`config.mk`:
```
export PLATFORM = sky130hd
export DESIGN_NAME = backoff_delay_gen
export DESIGN_NICKNAME = d
export VERILOG_FILES = /design/src/rtl/bo_pkg.sv /design/src/rtl/bo_sync_inc.sv /design/src/rtl/bo_win_mask.sv /design/src/rtl/backoff_delay_gen.sv
export SDC_FILE = /design/constraint.sdc
export NUM_CORES = 1
export LEC_CHECK = 0
export ABC_AREA = 1
export ABC_CLOCK_PERIOD_IN_PS = 1800
export BUFFER_PORTS_ARGS = -buffer_cell sky130_fd_sc_hd__clkbuf_2
export CAP_MARGIN = 15
export CORE_UTILIZATION = 55
export CTS_CLUSTER_SIZE = 12
export DETAILED_ROUTE_END_ITERATION = 12
export PLACE_DENSITY = 0.82
export SKIP_CTS_REPAIR_TIMING = 1
export SLEW_MARGIN = 20
export SYNTH_ARGS = -nofsm -noshare
export SYNTH_HDL_FRONTEND = slang
export SYNTH_SLANG_ARGS = --single-unit
```
`constraint.sdc`:
```
create_clock -name clk -period 1.8 [get_ports clk]
set_input_delay 0.18 -clock clk [delete_from_list [all_inputs] [get_ports clk]]
set_output_delay 0.18 -clock clk [all_outputs]
set_load 0.01 [all_outputs]
```
`src/rtl/bo_pkg.sv`:
```
package bo_pkg;
   // Decoded window operation, highest priority last in the encoding order
   typedef enum logic [1:0] {
      WOP_HOLD  = 2'd0,
      WOP_WIDEN = 2'd1,
      WOP_LOAD  = 2'd2,
      WOP_CLEAR = 2'd3
   } win_op_e;

   function automatic win_op_e decode_op(input logic clr, input logic ld, input logic wd);
      if (clr)     return WOP_CLEAR;
      else if (ld) return WOP_LOAD;
      else if (wd) return WOP_WIDEN;
      else         return WOP_HOLD;
   endfunction
endpackage

```
`src/rtl/bo_sync_inc.sv`:
```
// Parallel-toggle incrementer: every bit flips on the same edge when all lower bits are one.
module bo_sync_inc #(
   parameter int W = 10
) (
   input  logic         clk,
   input  logic         rst_n,
   input  logic         inc,
   input  logic         load,
   input  logic [W-1:0] load_val,
   output logic [W-1:0] q
);
   if (W < 2) begin : g_bad_w
      $error("bo_sync_inc: W must be at least 2");
   end

   logic [W-1:0] flip;

   for (genvar i = 0; i < W; i++) begin : g_bit
      if (i == 0) begin : g_lsb
         assign flip[i] = inc;
      end else begin : g_upper
         assign flip[i] = inc & (&q[i-1:0]);
      end

      always_ff @(posedge clk or negedge rst_n) begin
         if (!rst_n)    q[i] <= 1'b0;
         else if (load) q[i] <= load_val[i];
         else           q[i] <= q[i] ^ flip[i];
      end
   end

   assert_step_R1: assert property (@(posedge clk) disable iff (!rst_n)
      (inc && !load) |=> (q == $past(q) + 1'b1));

   assert_load_R8: assert property (@(posedge clk) disable iff (!rst_n)
      load |=> (q == $past(load_val)));
endmodule

```
`src/rtl/bo_win_mask.sv`:
```
// Thermometer window: bit 0 fixed, low bits loadable from select, upper bits by widening only.
module bo_win_mask #(
   parameter int W     = 10,
   parameter int SEL_W = 3
) (
   input  logic             clk,
   input  logic             rst_n,
   input  logic [SEL_W-1:0] sel,
   input  logic             load,
   input  logic             widen,
   input  logic             clear,
   output logic [W-1:0]     mask
);
   import bo_pkg::*;

   localparam int LOADABLE = 1 << SEL_W;

   if (LOADABLE > W) begin : g_bad_sel
      $error("bo_win_mask: 2**SEL_W must not exceed W");
   end

   win_op_e op;
   assign op = decode_op(clear, load, widen);

   for (genvar i = 0; i < W; i++) begin : g_bit
      if (i == 0) begin : g_fixed
         assign mask[i] = 1'b1;
      end else begin : g_store
         logic ld_bit;
         if (i < LOADABLE) begin : g_loadable
            assign ld_bit = (int'(sel) >= i);
         end else begin : g_widen_only
            assign ld_bit = 1'b0;
         end

         always_ff @(posedge clk or negedge rst_n) begin
            if (!rst_n) mask[i] <= 1'b0;
            else begin
               case (op)
                  WOP_CLEAR: mask[i] <= 1'b0;
                  WOP_LOAD:  mask[i] <= ld_bit;
                  WOP_WIDEN: mask[i] <= mask[i-1];
                  default:   mask[i] <= mask[i];
               endcase
            end
         end
      end
   end

   assert_lsb_R6: assert property (@(posedge clk) disable iff (!rst_n)
      mask[0]);

   assert_thermo_R4: assert property (@(posedge clk) disable iff (!rst_n)
      (((mask + 1'b1) & mask) == '0));

   assert_clear_R6: assert property (@(posedge clk) disable iff (!rst_n)
      clear |=> (mask == W'(1)));

   assert_widen_R4: assert property (@(posedge clk) disable iff (!rst_n)
      (widen && !load && !clear) |=> (mask == {$past(mask[W-2:0]), 1'b1}));

   assert_upper_R5: assert property (@(posedge clk) disable iff (!rst_n)
      (load && !clear) |=> (mask[W-1:LOADABLE] == '0));
endmodule

```
`src/rtl/backoff_delay_gen.sv`:
```
module backoff_delay_gen #(
   parameter int CNT_W = 10,
   parameter int SEL_W = 3
) (
   input  logic             clk,
   input  logic             rst_n,
   input  logic [SEL_W-1:0] win_sel,
   input  logic             win_load,
   input  logic             win_widen,
   input  logic             win_clear,
   input  logic             capture,
   input  logic             tick,
   input  logic             rd_en,
   output logic             done,
   output logic [CNT_W-1:0] rd_data
);
   localparam logic [CNT_W-1:0] ALL_ONES = '1;

   if (CNT_W < (1 << SEL_W)) begin : g_bad_cfg
      $error("backoff_delay_gen: CNT_W too small for SEL_W");
   end

   logic [CNT_W-1:0] rnd_q;
   logic [CNT_W-1:0] win_q;
   logic [CNT_W-1:0] dly_q;
   logic [CNT_W-1:0] seed;
   logic             adv;
   logic             done_q;

   bo_sync_inc #(.W(CNT_W)) u_rand (
      .clk      (clk),
      .rst_n    (rst_n),
      .inc      (1'b1),
      .load     (1'b0),
      .load_val ('0),
      .q        (rnd_q)
   );

   bo_win_mask #(.W(CNT_W), .SEL_W(SEL_W)) u_win (
      .clk   (clk),
      .rst_n (rst_n),
      .sel   (win_sel),
      .load  (win_load),
      .widen (win_widen),
      .clear (win_clear),
      .mask  (win_q)
   );

   assign seed = ~(rnd_q & win_q);
   assign adv  = tick & ~done_q & ~capture;

   bo_sync_inc #(.W(CNT_W)) u_delay (
      .clk      (clk),
      .rst_n    (rst_n),
      .inc      (adv),
      .load     (capture),
      .load_val (seed),
      .q        (dly_q)
   );

   always_ff @(posedge clk or negedge rst_n) begin
      if (!rst_n)                        done_q <= 1'b0;
      else if (capture)                  done_q <= (seed == '0);
      else if (adv && dly_q == ALL_ONES) done_q <= 1'b1;
   end

   assign done    = done_q;
   assign rd_data = rd_en ? dly_q : '0;

   assert_done_zero_R9: assert property (@(posedge clk) disable iff (!rst_n)
      done_q |-> (dly_q == '0));

   assert_wrap_R9: assert property (@(posedge clk) disable iff (!rst_n)
      (tick && !capture && !done_q && dly_q == ALL_ONES) |=> done_q);

   assert_hold_R10: assert property (@(posedge clk) disable iff (!rst_n)
      (done_q && !capture) |=> (done_q && $stable(dly_q)));

   assert_capture_R12: assert property (@(posedge clk) disable iff (!rst_n)
      capture |=> (dly_q == ~$past(rnd_q & win_q)));
endmodule

```
; Yosys cells after proc, flatten, opt, wreduce, memory -nomap -nowiden
; Index checks and enable logic that the tools add are counted.
[totals]
out_inout_bits = 11
ff_bits = 30
in_bits = 11
wordCells = 123
[classes]
bitwise = 35
mux = 25
magnitude_cmp = 7
reduce_logical = 22
eq_ne = 4
[ops]
columns = operator, n
row1 = one-hot mux 1 bit (3 select lines), 7
row2 = XOR 1 bit, 19
row3 = AND reduction 9 bit, 2
row4 = AND reduction 8 bit, 2
row5 = AND reduction 7 bit, 2
row6 = two-way mux 1 bit, 13
row7 = ">= comparator 3 bit, second input constant", 4
row8 = AND reduction 6 bit, 2
row9 = bitwise AND 1 bit, 11
row10 = bitwise AND 10 bit, 1
row11 = "equality test 10 bit, second input constant", 1
row12 = logical NOT 10 bit, 1
row13 = two-way mux 10 bit, 1
row14 = inverter 10 bit, 1
row15 = AND reduction 5 bit, 2
row16 = AND reduction 4 bit, 2
row17 = ">= comparator 3 x 2 -> 1 bit, second input constant", 2
row18 = AND reduction 3 bit, 2
row19 = "equality test 2 bit, second input constant", 2
row20 = two-way mux 2 bit, 2
row21 = one-hot mux 1 bit (2 select lines), 2
row22 = AND reduction 2 bit, 2
row23 = nonzero test 2 bit, 2
row24 = ">= comparator 3 x 1 -> 1 bit, second input constant", 1
row25 = other kinds (5), 7

; Depth between registers and ports, before layout
; Gate-level depths: netlist of the first run.
[logic_depth]
depth_word = 6
mapped_depth = 8
depth_no_buf = 8

; Cells and area by module
; Synthesis of the first run repeated with hierarchy kept, for this count alone.
[unflattened]
cells_unflattened = 267
hier_area_um2 = 1874.3
[modules_own_cells]
columns = module, cells_each, area_each_um2, seq_area_each_um2, n_inst
row1 = bo_sync_inc, 68, 551.8, 250.2, 2
row2 = bo_win_mask, 74, 523.0, 225.2, 1
row3 = backoff_delay_gen, 57, 247.7, 25.0, 1

; Worst setup path after synthesis of the first run
; OpenSTA, ideal clock, no wires.
[synth_path]
path_kind = register to register
startpoint = register u_rand.q[0]
endpoint = register u_rand.q[9]
n_path_buf = 0
setup_time_ps = 122
t_required_ps = 1678
slack_ps = 483
arrival_ps = 1195
period_less_slack_ps = 1317
stages_incl_launch_ff = 7
path_cell_list = dfrtp_1 ha_1 nand3_1 nor2_1 and3_1 ha_1 xor2_1
[synth_between]
elab_chain_cells = 2
[synth_lines]
columns = item, line_no
row1 = start: declaration, bo_sync_inc.sv:10  ; output logic [W-1:0] q
row2 = start signal: indexed assignment, bo_sync_inc.sv:27  ; else if (load) q[i] <= load_val[i];
row3 = start signal: indexed assignment, bo_sync_inc.sv:28  ; else q[i] <= q[i] ^ flip[i];
row4 = AND reduction 9 bit, bo_sync_inc.sv:22  ; assign flip[i] = inc & (&q[i-1:0]);
row5 = XOR 1 bit, bo_sync_inc.sv:28
; Every way passes these cells.
; A chain may end at the register's enable or synchronous reset.

; Final worst setup path of the first run
; Ends and elaborated chain as after synthesis.

==> metrics.yaml, run 1 <==
global_route:
  grt_pass1_wl_um: 5023
  grt_pass1_vias: 1222
  antenna_found_initial: 0
  grt_max_degree: 31
  groute.usage.overall: 0.2122
  grt.overflow.total: 0
cts:
  root_buffer: "clkbuf_4"
  insertion_delay_ps: 330
  clockBufferDepth: 2
  htree_levels: 2
  cts_buffers: 5
  clk_pin_slew_ps: 80
  clock_sinks: 30
  cts_tree: "yes"
setup_path:
  critPathBufInv: 0
  critPathSlowestCell: "dfrtp_1"
  worstPathArrival_ps: 1740
  slowest_delay_ps: 370
  worstPathRequired_ps: 2060
  worstSetupPathType: "reg2reg"
  crit_chain: "ha_1, nand3_1, nor2_1, and3_1, ha_1, xor2_1"
  worst_setup_path_start_kind: "flop"
  cp_top_family: "simple AND/OR/NAND/NOR gates"
  worst_setup_path_end_kind: "flop"
  path_max_fanout: 3
  crit_path_frequent_cell: "ha_1"
cells_and_area:
  fin_area_sq_um: 1821
  multi_input_area_sq_um: 728.2
  n_fill_cell: 256
  final_cell_count_no_fill: 265
  area_growth_pct: 11.92
  seqCellArea_sq_um: 750.7
  nets: 253
  drive_gt1_frac: 0.1496
  insertedDiodeCount: 0
synth:
  synth_top_family_by_area: "simple AND/OR/NAND/NOR gates"
  yosysTopAreaCell: "dfrtp_1"
  synthMuxAreaShare: 0
  synth_cells: 207
  synth_flop_cell: "dfrtp_1"
  synth_area_leaders: "dfrtp_1 (46%), nand2_1 (15%), inv_1 (6.9%)"
  ys_seq_area_frac: 0.4615
  yosysMostFrequentCell: "nand2_1"
  synthTopCellsByCount: "nand2_1 (65), dfrtp_1 (30), inv_1 (30), nand3_1 (13), nor2_1 (13)"
  yosysTopAreaCellShare: 0.4615
  synth_warnings: 0
  synth_compound_area_frac: 0.09615
  ys_types: 27
  synthArstFlopShare: 1.000
  synth_edf_count: 0
  mappedNetlistArea_sq_um: 1627
  synth_fa_ha_area_frac: 0.06154
  avgSynthCellArea_sq_um: 7.858
  syn_nets: 226
  synth_xor_area_frac: 0.02692
  synth-seq-cells: 30
  yosys.area_share.simple: 0.2631
sta:
  period_share: 0.8198
  rsz0062_at_grt: "no"
  max_freq_mhz: 677.7
  slew-limit-headroom: 0.5298
  period_needed_ps: 1476
  setup_violations: 0
  drv_slew: 0
  setup_tns_ps: 0
  worstMarginPinSlew_ps: 705.3
  clock_skew_ps: 9.253
  final_hold_viol_count: 0
place:
  globalplace.congestion: 0.7629
  io_buffers: 21
  placed_cells: 257
  hpwl_um: 2286
  place_area_sq_um: 1765
power_and_ir_drop:
  irDropWorstVdd_mv: 0.5368
  seqPwrFrac: 0.566
  p_sw_frac: 0.2840
  p_comb_frac: 0.162
  power_density_nw_per_um2: 711.7
  p_leak_uw: 0.001048
  clkPwrFrac: 0.273
  intPower_uw: 927.7
  power.net_switching_uw: 368.0
routing:
  wire_per_inst_um: 11.17
  drc: 0
  antenna_left: 0
  drt-total-wl_um: 2959
  first_pass_iters: 5
  vias_per_cell: 5.158
  vias: 1367
  drtIter0Drc: 40
die:
  initial_core_util: 0.5848
  die_area_sq_um: 3179
  die_x_um: 56.38
  ios: 22
  die_y_um: 56.38
  fp.coreArea_sq_um: 2781
  fp-row-count: 19
hold_path:
  hold_path_class: "in2reg"
job:
  drv_cap: 0
outcome:
  status: "completed"
==> area by class of cell <==
type | count | share of cell area
Timing Repair Buffer | 24 | 0.07148
Multi-Input combinational cell | 139 | 0.4000
Clock buffer | 7 | 0.02474
Tap cell | 31 | 0.02131
Sequential cell | 30 | 0.4124
Inverter | 34 | 0.07010
==> tightest hold or removal path, delay by kind of cell <==
kind | cells | cell delay [ps]
buf+inv | 2 | 260
compound gates | 1 | 90
==> metal layers <==
| metal | vias up | track usage | share of wire |
|---|---|---|---|
| met3 | 8 | 0.04839 | 0.031 |
| met5 | - | 0 | 0 |
| met2 | 30 | 0.3520 | 0.50 |
| li1 | 709 | - | - |
| met1 | 620 | 0.2423 | 0.44 |
| met4 | 0 | 0.1463 | 0.027 |
==> layout by cell type (no fill, tap or decap), drive strengths merged <==
master and instances:
a21oi 8, a22o 2, and3 1, buf 2
clkbuf 28, clkinv 1, dfrtp 30, dlygate4sd3 1
ha 8, inv 33, nand2 66, nand3 13
nand4 4, nor2 15, o21ai 10, o21bai 1
o221ai 1, o22ai 4, o31ai 1, xnor2 1
xor2 4
==> logic make-up (layout without fill, tap and decap cells) <==
| kind of cell | count (synthesis) | count (layout) |
|---|---|---|
| compound gates | 27 | 27 |
| simple gates | 99 | 99 |
| flops | 30 | 30 |
| xor+xnor | 5 | 5 |
| buf+inv | 38 | 65 |
| fa+ha+maj | 8 | 8 |
==> power by group through the flow <==
stage	combinational (uW)	clock, uW	sequential [uW]
2_1_floorplan	144	0	739
3_3_place_gp	206	0	745
3_5_place_dp	210	0	746
4_1_cts	212	365	733
5_1_grt	240	398	738
6_report	209	353	733
==> stage by stage <==
step | setup slack (ps) | utilization | total power, uW | hold slack [ps]
after floorplan | 482.9 | - | 882.4 | -115.6
after global placement | 420.6 | 0.6347 | 950.6 | 266.7
after detailed placement | 306.1 | 0.6347 | 956.7 | 268.8
after CTS | 311.8 | 0.6509 | 1310 | -100.3
after global routing | 227.9 | 0.6545 | 1375 | 240.6
final | 324.4 | 0.6545 | 1296 | 229.0
==> final timing paths <==
check	slack, ps	startpoint	cells after the start	end
max	320	u_rand.q[0]	6	u_rand.q[9]
min in group asynchronous	420	rst_n	2	u_delay.q[9]
max reg2reg	320	u_rand.q[0]	6	u_rand.q[9]
min reg2reg	480	u_rand.q[0]	1	u_delay.q[0]
max in group asynchronous	920	rst_n	2	u_rand.q[2]
min	230	capture	3	u_delay.q[1]
==> sequential cells by signal, indices dropped and copies added, names as in the netlist <==
| name | flops |
|---|---|
| u_win.mask | 9 |
| u_delay.q | 10 |
| u_rand.q | 10 |
| done | 1 |
(Power assumes the default switching activity.)
==> inputs of run 2 (changes only) <==
ABC_CLOCK_PERIOD_IN_PS = 1200   (was 1800)
CORE_UTILIZATION = 51   (was 55)
PLACE_DENSITY = 0.8   (was 0.82)
clock period = 1.2 ns   (was 1.8 ns; I/O delays follow)
==> metrics.yaml, run 2 (same netlist as run 1, synthesis figures left out) <==
global_route:
  grt_pass1_vias: 1345
  antenna_found_initial: 0
  groute.usage.overall: 0.2229
  grt_max_degree: 31
  grt_pass1_wl_um: 5609
  grt.overflow.total: 0
routing:
  antenna_left: 0
  wire_per_inst_um: 11.96
  first_pass_iters: 4
  drc: 0
  vias: 1542
  drt-total-wl_um: 3661
  vias_per_cell: 5.039
  drtIter0Drc: 66
place:
  globalplace.congestion: 0.8256
  placed_cells: 285
  hpwl_um: 2461
  io_buffers: 21
  pre_cts_slack_ps: -154.4
sta:
  final_hold_viol_count: 0
  worstMarginPinSlew_ps: 375.1
  worst_slack_ps: -111.2
  whs_ps: 152.2
  period_share: 1.093
  max_freq_mhz: 762.7
  drv_slew: 0
  setup_tns_ps: -416.9
  rsz0062_at_grt: "yes"
  slew-limit-headroom: 0.7499
  clock_skew_ps: 7.345
  period_needed_ps: 1311
  setup_violations: 8
die:
  die_x_um: 58.48
  initial_core_util: 0.5372
  die_area_sq_um: 3419
  fp.coreArea_sq_um: 3028
  die_y_um: 58.48
  fp-row-count: 20
  ios: 22
setup_path:
  worst_setup_path_start_kind: "flop"
  crit_chain: "ha_4, nand3_4, nor2_4, and3_4, ha_4, xor2_1"
  crit_path_frequent_cell: "ha_4"
  path_max_fanout: 2
  worst_setup_path_end_kind: "flop"
  critPathSlowestCell: "dfrtp_1"
  worstPathArrival_ps: 1580
  worstSetupPathType: "reg2reg"
  worstPathRequired_ps: 1470
  slowest_delay_ps: 410
cts:
  clock_sinks: 30
  cts_buffers: 5
  cts_tree: "yes"
  insertion_delay_ps: 340
  clk_pin_slew_ps: 90
  clockBufferDepth: 2
  htree_levels: 2
  root_buffer: "clkbuf_4"
power_and_ir_drop:
  irDropWorstVdd_mv: 0.6759
  p_leak_uw: 0.001195
  p_total_uw: 2181
  power_density_nw_per_um2: 985.9
cells_and_area:
  final_cell_mix: "nand2_1 (60), dfrtp_1 (30), inv_1 (29), buf_4 (24), clkbuf_2 (20)"
  final_cell_count_no_fill: 306
  nets: 280
  layout_commonest_cell: "nand2_1"
  area_growth_pct: 36.00
  reg_top3: "u_delay.q: 10 flops, u_rand.q: 10 flops, u_win.mask: 9 flops"
  insertedDiodeCount: 0
  drive_gt1_frac: 0.3130
outcome:
  violations: "setup timing"
  status: "finished, violations left"
job:
  drv_cap: 0
hold_path:
  hold_path_class: "in2reg"
## run 2: cell count changes in the layout (fill, tap and decap cells not counted), sizes merged
cell	previous run	this run
clkinv	1	2
clkbuf	28	27
buf	2	29
nor2	15	16
## run 2: layout make-up
cell class,instances,area (sq um)
fill,225,815.8
clock buffer,7,55.05
tap,44,55.05
timing repair buffer,50,355.3
multi-input combinational,140,863.3
clock inverter,1,5.005
sequential,30,750.7
inverter,34,127.6
## run 2: critical path: cells and delay by family (launching register included)
kind / cells / cell delay [ps]
simple gates: 3 / 420
xor+xnor: 1 / 130
flops: 1 / 410
fa+ha+maj: 2 / 290
## run 2: per-layer routing
metal / routed length [um] / vias up / GRT usage
met5: 0 / - / 0
met4: 89 / 0 / 0.1122
met3: 173 / 10 / 0.04615
met2: 1974 / 53 / 0.3957
met1: 1424 / 714 / 0.2544
li1: - / 765 / -
## run 2: per-stage QoR
stage,utilization,area (sq um)
6_report,0.7306,2212
5_1_grt,0.7306,2212
3_3_place_gp,0.6331,1917
3_5_place_dp,0.6331,1917
2_1_floorplan,-,1637
4_1_cts,0.6529,1977
## run 2: path summary, 6_finish.rpt
kind | from | end | slack [ps] | cells past startpoint
setup / recovery | u_rand.q[1] | u_rand.q[9] | -110 | 6
hold / removal | capture | u_delay.q[8] | 150 | 4
hold reg to reg | u_rand.q[9] | u_rand.q[9] | 480 | 1
max in group asynchronous | rst_n | u_win.mask[8] | 570 | 3
min in group asynchronous | rst_n | u_delay.q[5] | 350 | 3
setup reg to reg | u_rand.q[1] | u_rand.q[9] | -110 | 6
## run 2: where the power goes
part | total (uW) | switching, uW | internal [uW] | leakage, uW
combinational | 458 | 257 | 201 | 0.000791
clock | 623 | 340 | 283 | 0.0000353
sequential | 1100 | 45.0 | 1060 | 0.000368
total | 2180 | 642 | 1540 | 0.00119
